==> src/rtl/adc_fe_pkg.sv <==
package adc_fe_pkg;
    localparam int CH_W      = 3;
    localparam int MODE_W    = 3;
    localparam int REG_W     = 32;
    localparam int CTL_BURST = 4;
    localparam int CTL_MODE  = 8;
    localparam int CTL_EDGE  = 12;
    localparam int DAT_RES   = 6;
    localparam int DAT_CHAN  = 24;
    localparam int DAT_OVR   = 30;
    localparam int DAT_DONE  = 31;

    localparam logic [MODE_W-1:0] MODE_NONE = 3'd0;
    localparam logic [MODE_W-1:0] MODE_NOW  = 3'd1;

    typedef struct packed {
        logic [CH_W-1:0]   chan;
        logic              burst;
        logic [MODE_W-1:0] mode;
        logic              fall_sel;
    } ctrl_t;

    typedef struct packed {
        ctrl_t           ctrl;
        logic            busy;
        logic            start;
        logic [CH_W-1:0] chan;
    } seq_t;
endpackage

==> src/rtl/adc_trig_sync.sv <==
module adc_trig_sync #(
    parameter int N_TRIG = 6,
    parameter int STAGES = 2
) (
    input  logic              clk,
    input  logic              rst_n,
    input  logic [N_TRIG-1:0] trig_in,
    output logic [N_TRIG-1:0] rise,
    output logic [N_TRIG-1:0] fall
);
    for (genvar g = 0; g < N_TRIG; g++) begin : g_line
        logic [STAGES:0] sh_d, sh_q;

        always_comb begin
            sh_d = {sh_q[STAGES-1:0], trig_in[g]};
        end

        always_ff @(posedge clk or negedge rst_n) begin
            if (!rst_n) sh_q <= '0;
            else        sh_q <= sh_d;
        end

        assign rise[g] = sh_q[STAGES-1] & ~sh_q[STAGES];
        assign fall[g] = ~sh_q[STAGES-1] & sh_q[STAGES];

        AST_RISE_SINGLE: assert property (@(posedge clk) disable iff (!rst_n)
            rise[g] |=> !rise[g]);
        AST_FALL_SINGLE: assert property (@(posedge clk) disable iff (!rst_n)
            fall[g] |=> !fall[g]);
    end
endmodule

==> src/rtl/adc_trig_select.sv <==
module adc_trig_select
    import adc_fe_pkg::*;
#(
    parameter int N_TRIG = 6
) (
    input  logic [MODE_W-1:0] mode,
    input  logic              fall_sel,
    input  logic [N_TRIG-1:0] rise,
    input  logic [N_TRIG-1:0] fall,
    output logic              hit
);
    always_comb begin
        hit = 1'b0;
        for (int k = 0; k < N_TRIG; k++) begin
            if (int'(mode) == k + 2) hit = fall_sel ? fall[k] : rise[k];
        end
    end
endmodule

==> src/rtl/adc_result_reg.sv <==
module adc_result_reg
    import adc_fe_pkg::*;
#(
    parameter int RES_W = 10
) (
    input  logic             clk,
    input  logic             rst_n,
    input  logic             cap,
    input  logic [RES_W-1:0] cap_res,
    input  logic [CH_W-1:0]  cap_chan,
    input  logic             burst,
    input  logic             rd_clr,
    input  logic             wr_clr,
    output logic [REG_W-1:0] data_word,
    output logic             done_flag
);
    typedef struct packed {
        logic [RES_W-1:0] res;
        logic [CH_W-1:0]  chan;
        logic             done;
        logic             ovr;
    } res_t;

    res_t r_d, r_q;

    always_comb begin
        r_d = r_q;
        if (cap) begin
            r_d.res  = cap_res;
            r_d.chan = cap_chan;
            r_d.done = 1'b1;
            r_d.ovr  = burst & r_q.done;
        end else if (wr_clr || rd_clr) begin
            r_d.done = 1'b0;
            r_d.ovr  = 1'b0;
        end
    end

    always_ff @(posedge clk or negedge rst_n) begin
        if (!rst_n) r_q <= '0;
        else        r_q <= r_d;
    end

    always_comb begin
        data_word = '0;
        data_word[DAT_RES +: RES_W] = r_q.res;
        data_word[DAT_CHAN +: CH_W] = r_q.chan;
        data_word[DAT_OVR]          = r_q.ovr;
        data_word[DAT_DONE]         = r_q.done;
    end
    assign done_flag = r_q.done;

    AST_DONE_SETS: assert property (@(posedge clk) disable iff (!rst_n)
        cap |=> r_q.done);
    AST_DONE_CLEARS: assert property (@(posedge clk) disable iff (!rst_n)
        (rd_clr && !cap) |=> !r_q.done && !r_q.ovr);
    AST_OVR_BURST_ONLY: assert property (@(posedge clk) disable iff (!rst_n)
        r_q.ovr |-> burst);
endmodule

==> src/rtl/adc_trig_front.sv <==
module adc_trig_front
    import adc_fe_pkg::*;
#(
    parameter int N_TRIG = 6,
    parameter int RES_W  = 10,
    parameter int STAGES = 2
) (
    input  logic              clk,
    input  logic              rst_n,
    input  logic              reg_wr,
    input  logic              reg_rd,
    input  logic              reg_addr,
    input  logic [REG_W-1:0]  reg_wdata,
    output logic [REG_W-1:0]  reg_rdata,
    input  logic [N_TRIG-1:0] trig_in,
    output logic              conv_start,
    output logic [CH_W-1:0]   conv_chan,
    input  logic              conv_done,
    input  logic [RES_W-1:0]  conv_result
);
    seq_t st_d, st_q;
    ctrl_t wr_ctrl;
    logic ctrl_wr, rd_clr, accept, hit, done_flag;
    logic [N_TRIG-1:0] rise, fall;
    logic [REG_W-1:0] data_word, ctrl_word;

    adc_trig_sync #(.N_TRIG(N_TRIG), .STAGES(STAGES)) u_sync (
        .clk(clk), .rst_n(rst_n), .trig_in(trig_in), .rise(rise), .fall(fall));

    adc_trig_select #(.N_TRIG(N_TRIG)) u_sel (
        .mode(st_q.ctrl.mode), .fall_sel(st_q.ctrl.fall_sel),
        .rise(rise), .fall(fall), .hit(hit));

    adc_result_reg #(.RES_W(RES_W)) u_res (
        .clk(clk), .rst_n(rst_n), .cap(accept), .cap_res(conv_result),
        .cap_chan(st_q.chan), .burst(st_q.ctrl.burst), .rd_clr(rd_clr),
        .wr_clr(ctrl_wr), .data_word(data_word), .done_flag(done_flag));

    assign ctrl_wr = reg_wr && !reg_addr;
    assign rd_clr  = reg_rd && reg_addr;
    assign accept  = conv_done && st_q.busy && !ctrl_wr;

    always_comb begin
        wr_ctrl.chan     = reg_wdata[CH_W-1:0];
        wr_ctrl.burst    = reg_wdata[CTL_BURST];
        wr_ctrl.mode     = reg_wdata[CTL_MODE +: MODE_W];
        wr_ctrl.fall_sel = reg_wdata[CTL_EDGE];
    end

    always_comb begin
        st_d       = st_q;
        st_d.start = 1'b0;
        if (ctrl_wr) begin
            st_d.ctrl = wr_ctrl;
            if (wr_ctrl.burst || wr_ctrl.mode == MODE_NOW || st_q.busy) begin
                st_d.start = 1'b1;
                st_d.busy  = 1'b1;
                st_d.chan  = wr_ctrl.chan;
            end
        end else if (accept) begin
            st_d.busy = 1'b0;
            if (st_q.ctrl.burst) begin
                st_d.start = 1'b1;
                st_d.busy  = 1'b1;
                st_d.chan  = st_q.ctrl.chan;
            end
        end else if (!st_q.busy && !st_q.ctrl.burst && hit) begin
            st_d.start = 1'b1;
            st_d.busy  = 1'b1;
            st_d.chan  = st_q.ctrl.chan;
        end
    end

    always_ff @(posedge clk or negedge rst_n) begin
        if (!rst_n) st_q <= '0;
        else        st_q <= st_d;
    end

    always_comb begin
        ctrl_word = '0;
        ctrl_word[CH_W-1:0]          = st_q.ctrl.chan;
        ctrl_word[CTL_BURST]         = st_q.ctrl.burst;
        ctrl_word[CTL_MODE +: MODE_W] = st_q.ctrl.mode;
        ctrl_word[CTL_EDGE]          = st_q.ctrl.fall_sel;
    end

    assign reg_rdata  = reg_addr ? data_word : ctrl_word;
    assign conv_start = st_q.start;
    assign conv_chan  = st_q.chan;

    AST_START_BUSY: assert property (@(posedge clk) disable iff (!rst_n)
        conv_start |-> st_q.busy);
    AST_BURST_RESTART: assert property (@(posedge clk) disable iff (!rst_n)
        (st_q.ctrl.burst && conv_done && st_q.busy && !ctrl_wr) |=> conv_start);
    AST_IDLE_DONE_IGNORED: assert property (@(posedge clk) disable iff (!rst_n)
        (conv_done && !st_q.busy && !done_flag && !ctrl_wr) |=> !done_flag);
    AST_BUSY_WRITE_RESTART: assert property (@(posedge clk) disable iff (!rst_n)
        (ctrl_wr && st_q.busy) |=> conv_start);
    AST_MODE0_QUIET: assert property (@(posedge clk) disable iff (!rst_n)
        (!ctrl_wr && !st_q.busy && !st_q.ctrl.burst && st_q.ctrl.mode == MODE_NONE) |=> !conv_start);
endmodule

==> config.mk <==
export PLATFORM = sky130hd
export DESIGN_NAME = adc_trig_front
export DESIGN_NICKNAME = d
export VERILOG_FILES = /design/src/rtl/adc_fe_pkg.sv /design/src/rtl/adc_trig_sync.sv /design/src/rtl/adc_trig_select.sv /design/src/rtl/adc_result_reg.sv /design/src/rtl/adc_trig_front.sv
export SDC_FILE = /design/constraint.sdc
export NUM_CORES = 1
export LEC_CHECK = 0
export ABC_CLOCK_PERIOD_IN_PS = 2700
export BUFFER_PORTS_ARGS = -buffer_cell sky130_fd_sc_hd__buf_2
export CELL_PAD_IN_SITES_DETAIL_PLACEMENT = 1
export CELL_PAD_IN_SITES_GLOBAL_PLACEMENT = 1
export CORE_MARGIN = 8
export CORE_UTILIZATION = 35
export DETAILED_ROUTE_END_ITERATION = 8
export PLACE_DENSITY_LB_ADDON = 0.1
export SLEW_MARGIN = 40
export SYNTH_ARGS = -nofsm -noshare
export SYNTH_HDL_FRONTEND = slang
export SYNTH_SLANG_ARGS = --single-unit
==> constraint.sdc <==
create_clock -name clk -period 2.7 [get_ports clk]
set_clock_uncertainty 0.15 [all_clocks]
set_input_delay 0.405 -clock clk [delete_from_list [all_inputs] [get_ports clk]]
set_output_delay 0.405 -clock clk [all_outputs]
set_load 0.05 [all_outputs]
After elaboration in Yosys (flattened, before gate mapping)
Cells that the tools add are included.
{"block": "word_totals", "ff_bits": 46, "elab_cells": 88, "n_memories": 0, "ramBits": 0, "latch_bits": 0, "in_bits": 54, "romBits": 0}
{"block": "classes", "add_sub_neg": 0, "bitwise": 25, "n_lt_le_gt_ge": 0, "mux": 20, "eq_ne": 9, "multipliers": 0, "n_shift": 0, "n_reduce_logical": 17, "n_div": 0}
{"cell": "two-way mux 32 bit", "n": 1}
{"cell": "two-way mux 5 bit", "n": 5}
{"cell": "AND 1 bit", "n": 13}
{"cell": "equality test 3 bit (second input constant)", "n": 4}
{"cell": "two-way mux 1 bit", "n": 12}
{"cell": "NOT 1 bit", "n": 12}
{"cell": "equality test 3 x 1 -> 1 bit (second input constant)", "n": 2}
{"cell": "logical AND 1 bit", "n": 6}
{"cell": "zero test 1 bit", "n": 4}
{"cell": "two-way mux 2 bit", "n": 2}
{"cell": "equality test 3 x 2 -> 1 bit (second input constant)", "n": 1}
{"cell": "logical OR 1 bit", "n": 3}
{"cell": "!= test 3 bit (second input constant)", "n": 1}
{"cell": "AND reduction 3 bit", "n": 1}
{"cell": "nonzero test 3 bit", "n": 1}
{"cell": "!= test 2 x 1 -> 1 bit (second input constant)", "n": 1}
{"cell": "AND reduction 2 bit", "n": 1}
{"cell": "nonzero test 2 bit", "n": 1}

Logic depth before layout (Yosys ltp)
Gate-level depths: netlist of run 1.
{"block": "logic_depth", "depth_word": 13, "depth_mapped": 7}

By module
A second synthesis of run 1 with hierarchy kept.
{"block": "unflattened", "hier_cells": 195, "hier_area_um2": 2292.2}
{"module": "adc_trig_front", "n_inst": 1, "cells_per_inst": 95, "area_per_inst_um2": 853.3, "seq_area_each_um2": 325.3}
{"module": "adc_result_reg", "n_inst": 1, "cells_per_inst": 53, "area_per_inst_um2": 750.7, "seq_area_each_um2": 375.4}
{"module": "adc_trig_sync", "n_inst": 1, "cells_per_inst": 30, "area_per_inst_um2": 555.5, "seq_area_each_um2": 450.4}
{"module": "adc_trig_select", "n_inst": 1, "cells_per_inst": 17, "area_per_inst_um2": 132.6, "seq_area_each_um2": 0.0}

Least setup slack after synthesis of run 1
Ideal clock, no wire load.
{"block": "synth_timing", "path_kind": "input -> register", "start": "in reg_wr", "end": "reg u_res.r_q, in the netlist u_res.data_word[12]", "arrival_time_ns": 1.676, "cell_stages": 6, "slack_ns": 0.749, "required_time_ns": 2.425, "cell_sequence": "nor2b_1 -> clkbuf_1 -> nor2_1 -> clkbuf_1 -> buf_2 -> mux2_2"}
{"block": "synth_via", "elab_chain_len": 3}
{"element": "start, declared", "line": "adc_trig_front.sv:10", "source": "input logic reg_wr,"}
{"element": "logical AND 1 bit", "line": "adc_trig_front.sv:39", "source": "assign ctrl_wr = reg_wr && !reg_addr;"}
{"element": "zero test 1 bit", "line": "adc_trig_front.sv:41", "source": "assign accept = conv_done && st_q.busy && !ctrl_wr;"}
{"element": "logical AND 1 bit", "line": "adc_trig_front.sv:41"}
{"element": "end signal, assigned", "line": "adc_result_reg.sv:41", "source": "else r_q <= r_d;"}
{"element": "end, declared", "line": "adc_result_reg.sv:24", "source": "res_t r_d, r_q;"}
No other way between the ends.
A chain may end at the register's enable or synchronous reset.

Worst setup path in the final report of run 1
{"block": "layout_timing", "start": "reg st_q, in the netlist ctrl_word[8]", "end": "reg st_q, in the netlist conv_chan[2]"}
{"block": "layout_via", "elab_chain_len": 10, "elab_cells_between_ends": 15}
{"element": "start, declared", "line": "adc_trig_front.sv:21", "source": "seq_t st_d, st_q;"}
{"element": "start signal, assigned", "line": "adc_trig_front.sv:76", "source": "else st_q <= st_d;"}
{"element": "equality test 3 bit", "line": "adc_trig_select.sv:15", "source": "if (int'(mode) == k + 2) hit = fall_sel ? fall[k] : rise[k];"}
{"element": "two-way mux 1 bit (5 in a row)", "line": "adc_trig_select.sv:15"}
{"element": "two-way mux 1 bit (*)", "line": "adc_trig_select.sv:15"}
{"element": "logical AND 1 bit (*)", "line": "adc_trig_front.sv:67", "source": "end else if (!st_q.busy && !st_q.ctrl.burst && hit) begin"}
{"element": "nonzero test 3 bit (no source line) (*)"}
{"element": "AND reduction 3 bit (no source line) (*)"}
Every way passes the cells marked *; elsewhere a longest branch is shown, timed or not.

==> results of run 1 <==
-- sequential cells by signal (all words and copies together) (netlist names) --
signal and flops:
u_sync.g_line.sh_q 18, u_res.data_word 14, ctrl_word 8, conv_chan 3
conv_start 1, st_q 1, u_res.done_flag 1
-- critical path, cell delays in order (launching register included) --
cell and delay, ps:
dfrtp_1 610, nand2_1 130, o32ai_2 140, a2111oi_0 120, or4b_1 680, mux2i_1 180
-- path summary, 6_finish.rpt --
kind,from,endpoint,slack [ps],cells after the start
worst max-delay path,ctrl_word[8],conv_chan[2],550,5
worst min-delay path,trig_in[0],u_sync.g_line[0].sh_q[0],50,1
worst max register to register,ctrl_word[8],conv_chan[2],550,5
worst min register to register,u_sync.g_line[4].sh_q[0],u_sync.g_line[4].sh_q[1],200,0
max in group asynchronous,rst_n,st_q[4],1230,3
min in group asynchronous,rst_n,u_sync.g_line[4].sh_q[1],450,2
-- cell usage after synthesis, types with 3 or more instances --
library cell	number	share of area (%)
buf_2	3	0.74
clkbuf_1	5	0.92
and3_1	6	1.8
mux2_2	25	14
nor2b_1	7	2.1
and2_1	11	3.4
nor2_1	6	1.1
nand2_1	7	1.3
mux2i_1	3	1.5
buf_4	16	5.9
a211oi_1	3	1.1
dfrtp_1	46	56
-- per-stage QoR --
stage               worst slack (ps)  hold slack [ps]  cell area [µm²]  cells
floorplan                        749            -40.6             2090    178
global placement                 609              184             2310    285
detailed placement               535              188             2310    285
CTS                              525             43.4             2430    293
global route                     374             32.9             2430    293
finish                           551             54.7             2430    293
-- report_power, final --
group / total, mW / switching [mW] / leakage (nW) / internal [mW]
Clock: 0.520 / 0.224 / 0.0573 / 0.296
Sequential: 0.974 / 0.114 / 0.543 / 0.860
Combinational: 0.864 / 0.576 / 0.588 / 0.288
Total: 2.36 / 0.914 / 1.19 / 1.44
-- routing by layer --
metal / up-vias / routed length (µm)
li1: 648 / -
met2: 45 / 2210
met5: - / 0
met4: 0 / 71
met1: 694 / 1930
met3: 7 / 375
-- kinds of logic (layout without fill, tap and decap cells) --
family | count (synthesis) | count (layout) | synth area share [%]
other | 1 | 13 | 0.184
and+or+nand+nor | 47 | 47 | 13.2
DFF | 46 | 46 | 56.4
muxes | 28 | 28 | 15.3
buffers and inverters | 27 | 67 | 8.46
AOI/OAI and AO/OA | 17 | 17 | 6.50
-- cell type report --
type,instances,share of cell area (%)
Clock buffer,6,3.39
Clock inverter,1,1.23
Inverter,2,0.308
Multi-Input combinational cell,105,31.3
Sequential cell,46,47.3
Tap cell,75,3.85
Timing Repair Buffer,58,12.6
==> flow_metrics.py, run 1 <==
metrics = {
    "run_status": {
        "status": "finished, final reports clean",
    },
    "timing": {
        "rsz0062_at_grt": "no",
        "setup-violations-final": 0,
        "maxSlewViolCount": 0,
        "fin_tns_setup_ps": 0,
        "clock.fmax_mhz": 465,
        "hold_viol_final": 0,
        "fin_crit_ps": 2150,
        "period_share_pct": 79.6,
    },
    "setup_path": {
        "cp-start-kind": "flip-flop",
        "critPathRequiredTime_ps": 2720,
        "worstPathArrival_ps": 2170,
        "worstPathMaxFanout": 14,
        "path_class": "reg -> reg",
        "setup.worst_path.end_class": "flip-flop",
    },
    "clock_network": {
        "cts_tree": "yes",
        "cts_root_buffer": "clkbuf_8",
        "cts.sink_count": 46,
        "insertion_delay_ps": 300,
        "cts_buffer_depth": 2,
        "hold_buffers": 1,
        "cts-resized-gates": 0,
        "cts_made_buffers": 5,
        "clk_pin_slew_ps": 80,
        "htreeDepth": 2,
        "cts_setup_buffers": 0,
    },
    "global_route": {
        "grt_antenna_before_repair": 0,
        "grt_overflow": 0,
        "busiest_layer": "met2",
        "grt_max_degree": 26,
        "grt_usage_pct": 11.3,
        "grt.met3_usage_pct": 4.13,
        "grt_pass1_vias": 1552,
        "grt_util_met2_pct": 18.7,
        "grtUsageMet1_pct": 12.8,
        "grt_pass1_wl_um": 7630,
    },
    "die": {
        "core_um2": 5780,
        "design.die.area_um2": 8530,
        "die_w_um": 92.4,
        "ios": 90,
        "rows": 28,
        "die_h_um": 92.4,
        "initial_core_util_pct": 35.3,
    },
    "synth": {
        "synth_cell_type_count": 32,
        "ys_seq_area_share_pct": 56.4,
        "yosys_warnings": 0,
        "syn_area_um2": 2040,
        "ys_async_sr_fraction_pct": 100,
        "synth_top_flop_cell": "dfrtp_1",
        "synth-edff-count": 0,
        "synth_area_per_cell_um2": 12.3,
        "netlist_instances": 166,
        "ys_ff_latch": 46,
    },
    "finish": {
        "multi_input_area_um2": 762,
        "register_area_um2": 1150,
        "layout_commonest_cell": "buf_2",
        "fin_util_pct": 42.1,
        "antenna-diode-count": 0,
        "nFillCells": 649,
        "drive_above_1_share_pct": 41.3,
        "layout_common_cells": "52 x buf_2, 46 x dfrtp_1, 25 x mux2_2, 13 x conb_1, 11 x and2_1",
        "nNetsFinal": 272,
        "area_growth_pct": 19.3,
    },
    "worst_hold_path": {
        "worst_hold_path_type": "in -> reg",
    },
    "pwr": {
        "leakagePower_nw": 1.19,
        "p_per_area_nw_per_um2": 968,
        "peakVddDrop_mv": 0.298,
        "p_total_mw": 2.36,
    },
    "place": {
        "io_buffers": 52,
        "dp_hpwl_um": 3570,
        "place_congestion": 0.725,
    },
    "drt": {
        "first_pass_iters": 2,
        "antenna_left": 0,
        "wirelength_um": 4590,
        "drtIter0Drc": 38,
        "drt-wirelength-per-cell_um": 15.7,
        "vias": 1394,
        "vias_per_cell": 4.76,
        "drc": 0,
    },
    "flow_run": {
        "drv_cap": 0,
    },
}
No activity file was read; power rests on OpenSTA's default activity.
==> run 2, diff against run 1 <==
--- a/config.mk
+++ b/config.mk
@@ -5,7 +5,7 @@
 export SDC_FILE = /design/constraint.sdc
 export NUM_CORES = 1
 export LEC_CHECK = 0
-export ABC_CLOCK_PERIOD_IN_PS = 2700
+export ABC_CLOCK_PERIOD_IN_PS = 2150
 export BUFFER_PORTS_ARGS = -buffer_cell sky130_fd_sc_hd__buf_2
 export CELL_PAD_IN_SITES_DETAIL_PLACEMENT = 1
 export CELL_PAD_IN_SITES_GLOBAL_PLACEMENT = 1
==> constraint.sdc (replaced) <==
create_clock -name clk -period 2.15 [get_ports clk]
set_clock_uncertainty 0.15 [all_clocks]
set_input_delay 0.3225 -clock clk [delete_from_list [all_inputs] [get_ports clk]]
set_output_delay 0.3225 -clock clk [all_outputs]
set_load 0.05 [all_outputs]
==> run 2 against run 1 <==
  * Critical endpoint unchanged
  * Register-to-register slack worse by 370 ps
  * Critical path type unchanged
  * Routed wire length grew 2.6%
  * Clock-buffer cell count fell by 1
  * Combinational power increased by 27%
  * Setup slack got worse by 370 ps
  * Total power increased by 25%
  * Sequential share of layout area is 1.5 points lower
  * Clock power rose by 20%
  * Global-route usage is 0.54 points higher
  * First-iteration DRC count increased by 7.9%
  * Sequential power grew 25%
==> flow_metrics.py, run 2 (synthesis results as in run 1) <==
metrics = {
    "pwr": {
        "switching_power_mw": 1.15,
        "peakVddDrop_mv": 0.434,
        "intPower_mw": 1.80,
        "pwr-share-seq_pct": 41.4,
        "netSwitchingFraction_pct": 39.1,
        "power_frac_clock_pct": 21.2,
        "combinationalPowerShare_pct": 37.4,
        "leakagePower_nw": 1.22,
        "p_per_area_nw_per_um2": 1170,
        "p_total_mw": 2.95,
    },
    "finish": {
        "antenna-diode-count": 0,
        "nFillCells": 640,
        "layout_commonest_cell": "buf_2",
        "drive_above_1_share_pct": 41.6,
        "final_cell_area_um2": 2520,
        "nNetsFinal": 279,
        "layout_common_cells": "52 x buf_2, 45 x dfrtp_1, 25 x mux2_2, 13 x conb_1, 11 x and2_1",
        "fin_util_pct": 43.5,
        "final_cells": 301,
        "largest_reg_flops": 18,
        "area_growth_pct": 23.3,
        "regMostFlops": "u_sync.g_line.sh_q",
    },
    "global_route": {
        "grt_util_met2_pct": 20.9,
        "grt_usage_pct": 11.8,
        "grt_pass1_vias": 1628,
        "grt.met3_usage_pct": 4.53,
        "grt_overflow": 0,
        "grt_antenna_before_repair": 0,
        "grt_max_degree": 26,
        "busiest_layer": "met2",
        "grtUsageMet1_pct": 12.5,
        "grt_pass1_wl_um": 8000,
    },
    "drt": {
        "wirelength_um": 4710,
        "antenna_left": 0,
        "vias_per_cell": 4.70,
        "first_pass_iters": 3,
        "drtIter0Drc": 41,
        "drt-wirelength-per-cell_um": 15.6,
        "drc": 0,
        "vias": 1415,
    },
    "setup_path": {
        "crit_family": "simple AND/OR/NAND/NOR gates",
        "path_class": "reg -> reg",
        "slowest_stage": "or4b_4",
        "critPathRequiredTime_ps": 2210,
        "worstPathArrival_ps": 2030,
        "setup.worst_path.end_class": "flip-flop",
        "path_cells": "nor4b_1 -> a2111oi_0 -> or4b_4 -> mux2i_1",
        "path_buf_inv": 0,
        "worstPathMaxFanout": 14,
        "cp-start-kind": "flip-flop",
        "critPathMaxStageDelay_ps": 590,
    },
    "timing": {
        "hold_viol_final": 0,
        "rsz0062_at_grt": "no",
        "slew_headroom_pct": 65.8,
        "fin_tns_setup_ps": 0,
        "setup-violations-final": 0,
        "worstMarginPinSlew_ps": 513,
        "clock.fmax_mhz": 507,
        "whs_ps": 99.5,
        "maxSlewViolCount": 0,
        "period_share_pct": 91.8,
        "worst_slack_ps": 177,
        "fin_crit_ps": 1970,
    },
    "clock_network": {
        "cts_made_buffers": 5,
        "cts_buffer_depth": 2,
        "cts_tree": "yes",
        "insertion_delay_ps": 300,
        "clk_pin_slew_ps": 80,
        "htreeDepth": 2,
        "cts.sink_count": 46,
        "cts_root_buffer": "clkbuf_8",
    },
    "die": {
        "design.die.area_um2": 8530,
        "ios": 90,
        "rows": 28,
        "die_w_um": 92.4,
        "initial_core_util_pct": 35.3,
        "core_um2": 5780,
        "die_h_um": 92.4,
    },
    "place": {
        "preCtsSetupSlack_ps": -20.3,
        "placed_area_um2": 2330,
        "dpl.cell_count": 286,
        "place_congestion": 0.727,
        "dp_hpwl_um": 3680,
        "io_buffers": 52,
    },
    "worst_hold_path": {
        "worst_hold_path_type": "in -> reg",
    },
    "flow_run": {
        "drv_cap": 0,
    },
    "run_status": {
        "status": "finished, final reports clean",
    },
}
run 2: changes by cell type in the layout (fill, tap and decap cells not counted):
cell	previous run	this run
dlygate4sd3_1	1	7
clkbuf_8	6	5
dfrtp_1	46	45
or4b_4	0	1
clkinv_2	0	2
or4b_1	1	0
dfrtp_2	0	1
buf_12	0	1
run 2: cell type report:
cell class	instances	area, µm²	share of cell area (%)
inverter	2	7.51	0.298
sequential	46	1150	45.8
multi-input combinational	105	766	30.4
timing repair buffer	65	388	15.4
clock inverter	3	40.0	1.59
clock buffer	5	68.8	2.73
tap	75	93.8	3.73
run 2: worst paths after layout:
path                                             to  slack (ps)                     start  cells past startpoint
setup / recovery                       conv_chan[2]         180              ctrl_word[8]                      4
setup reg to reg                       conv_chan[2]         180              ctrl_word[8]                      4
hold / removal                  u_res.data_word[10]         100            conv_result[4]                      2
min in group asynchronous  u_sync.g_line[2].sh_q[0]         380                     rst_n                      2
hold reg to reg            u_sync.g_line[4].sh_q[1]         200  u_sync.g_line[4].sh_q[0]                      0
max in group asynchronous  u_sync.g_line[1].sh_q[2]         970                     rst_n                      3
run 2: repair_timing:
item,CTS,global route
endpoints found under the hold margin,27,0
gates resized for setup,1,1
buffers inserted,0,0
cloned,0,0
hold buffers,7,0
endpoints found under the setup margin,2,4
pin swaps,0,0
run 2: power groups by stage:
stage	logic, mW	registers [mW]	clock network, mW
after global routing	1.18	1.27	0.690
after floorplan	0.921	1.20	0
after global placement	1.08	1.23	0
final	1.10	1.22	0.626
after CTS	1.12	1.23	0.648
after detailed placement	1.11	1.25	0
run 2: layer usage:
layer	share of wire (%)	up-vias	routed length [µm]
met4	0.93	0	44
met3	7.6	4	358
met1	40	711	1870
met2	52	44	2440
li1	-	656	-
met5	0	-	0
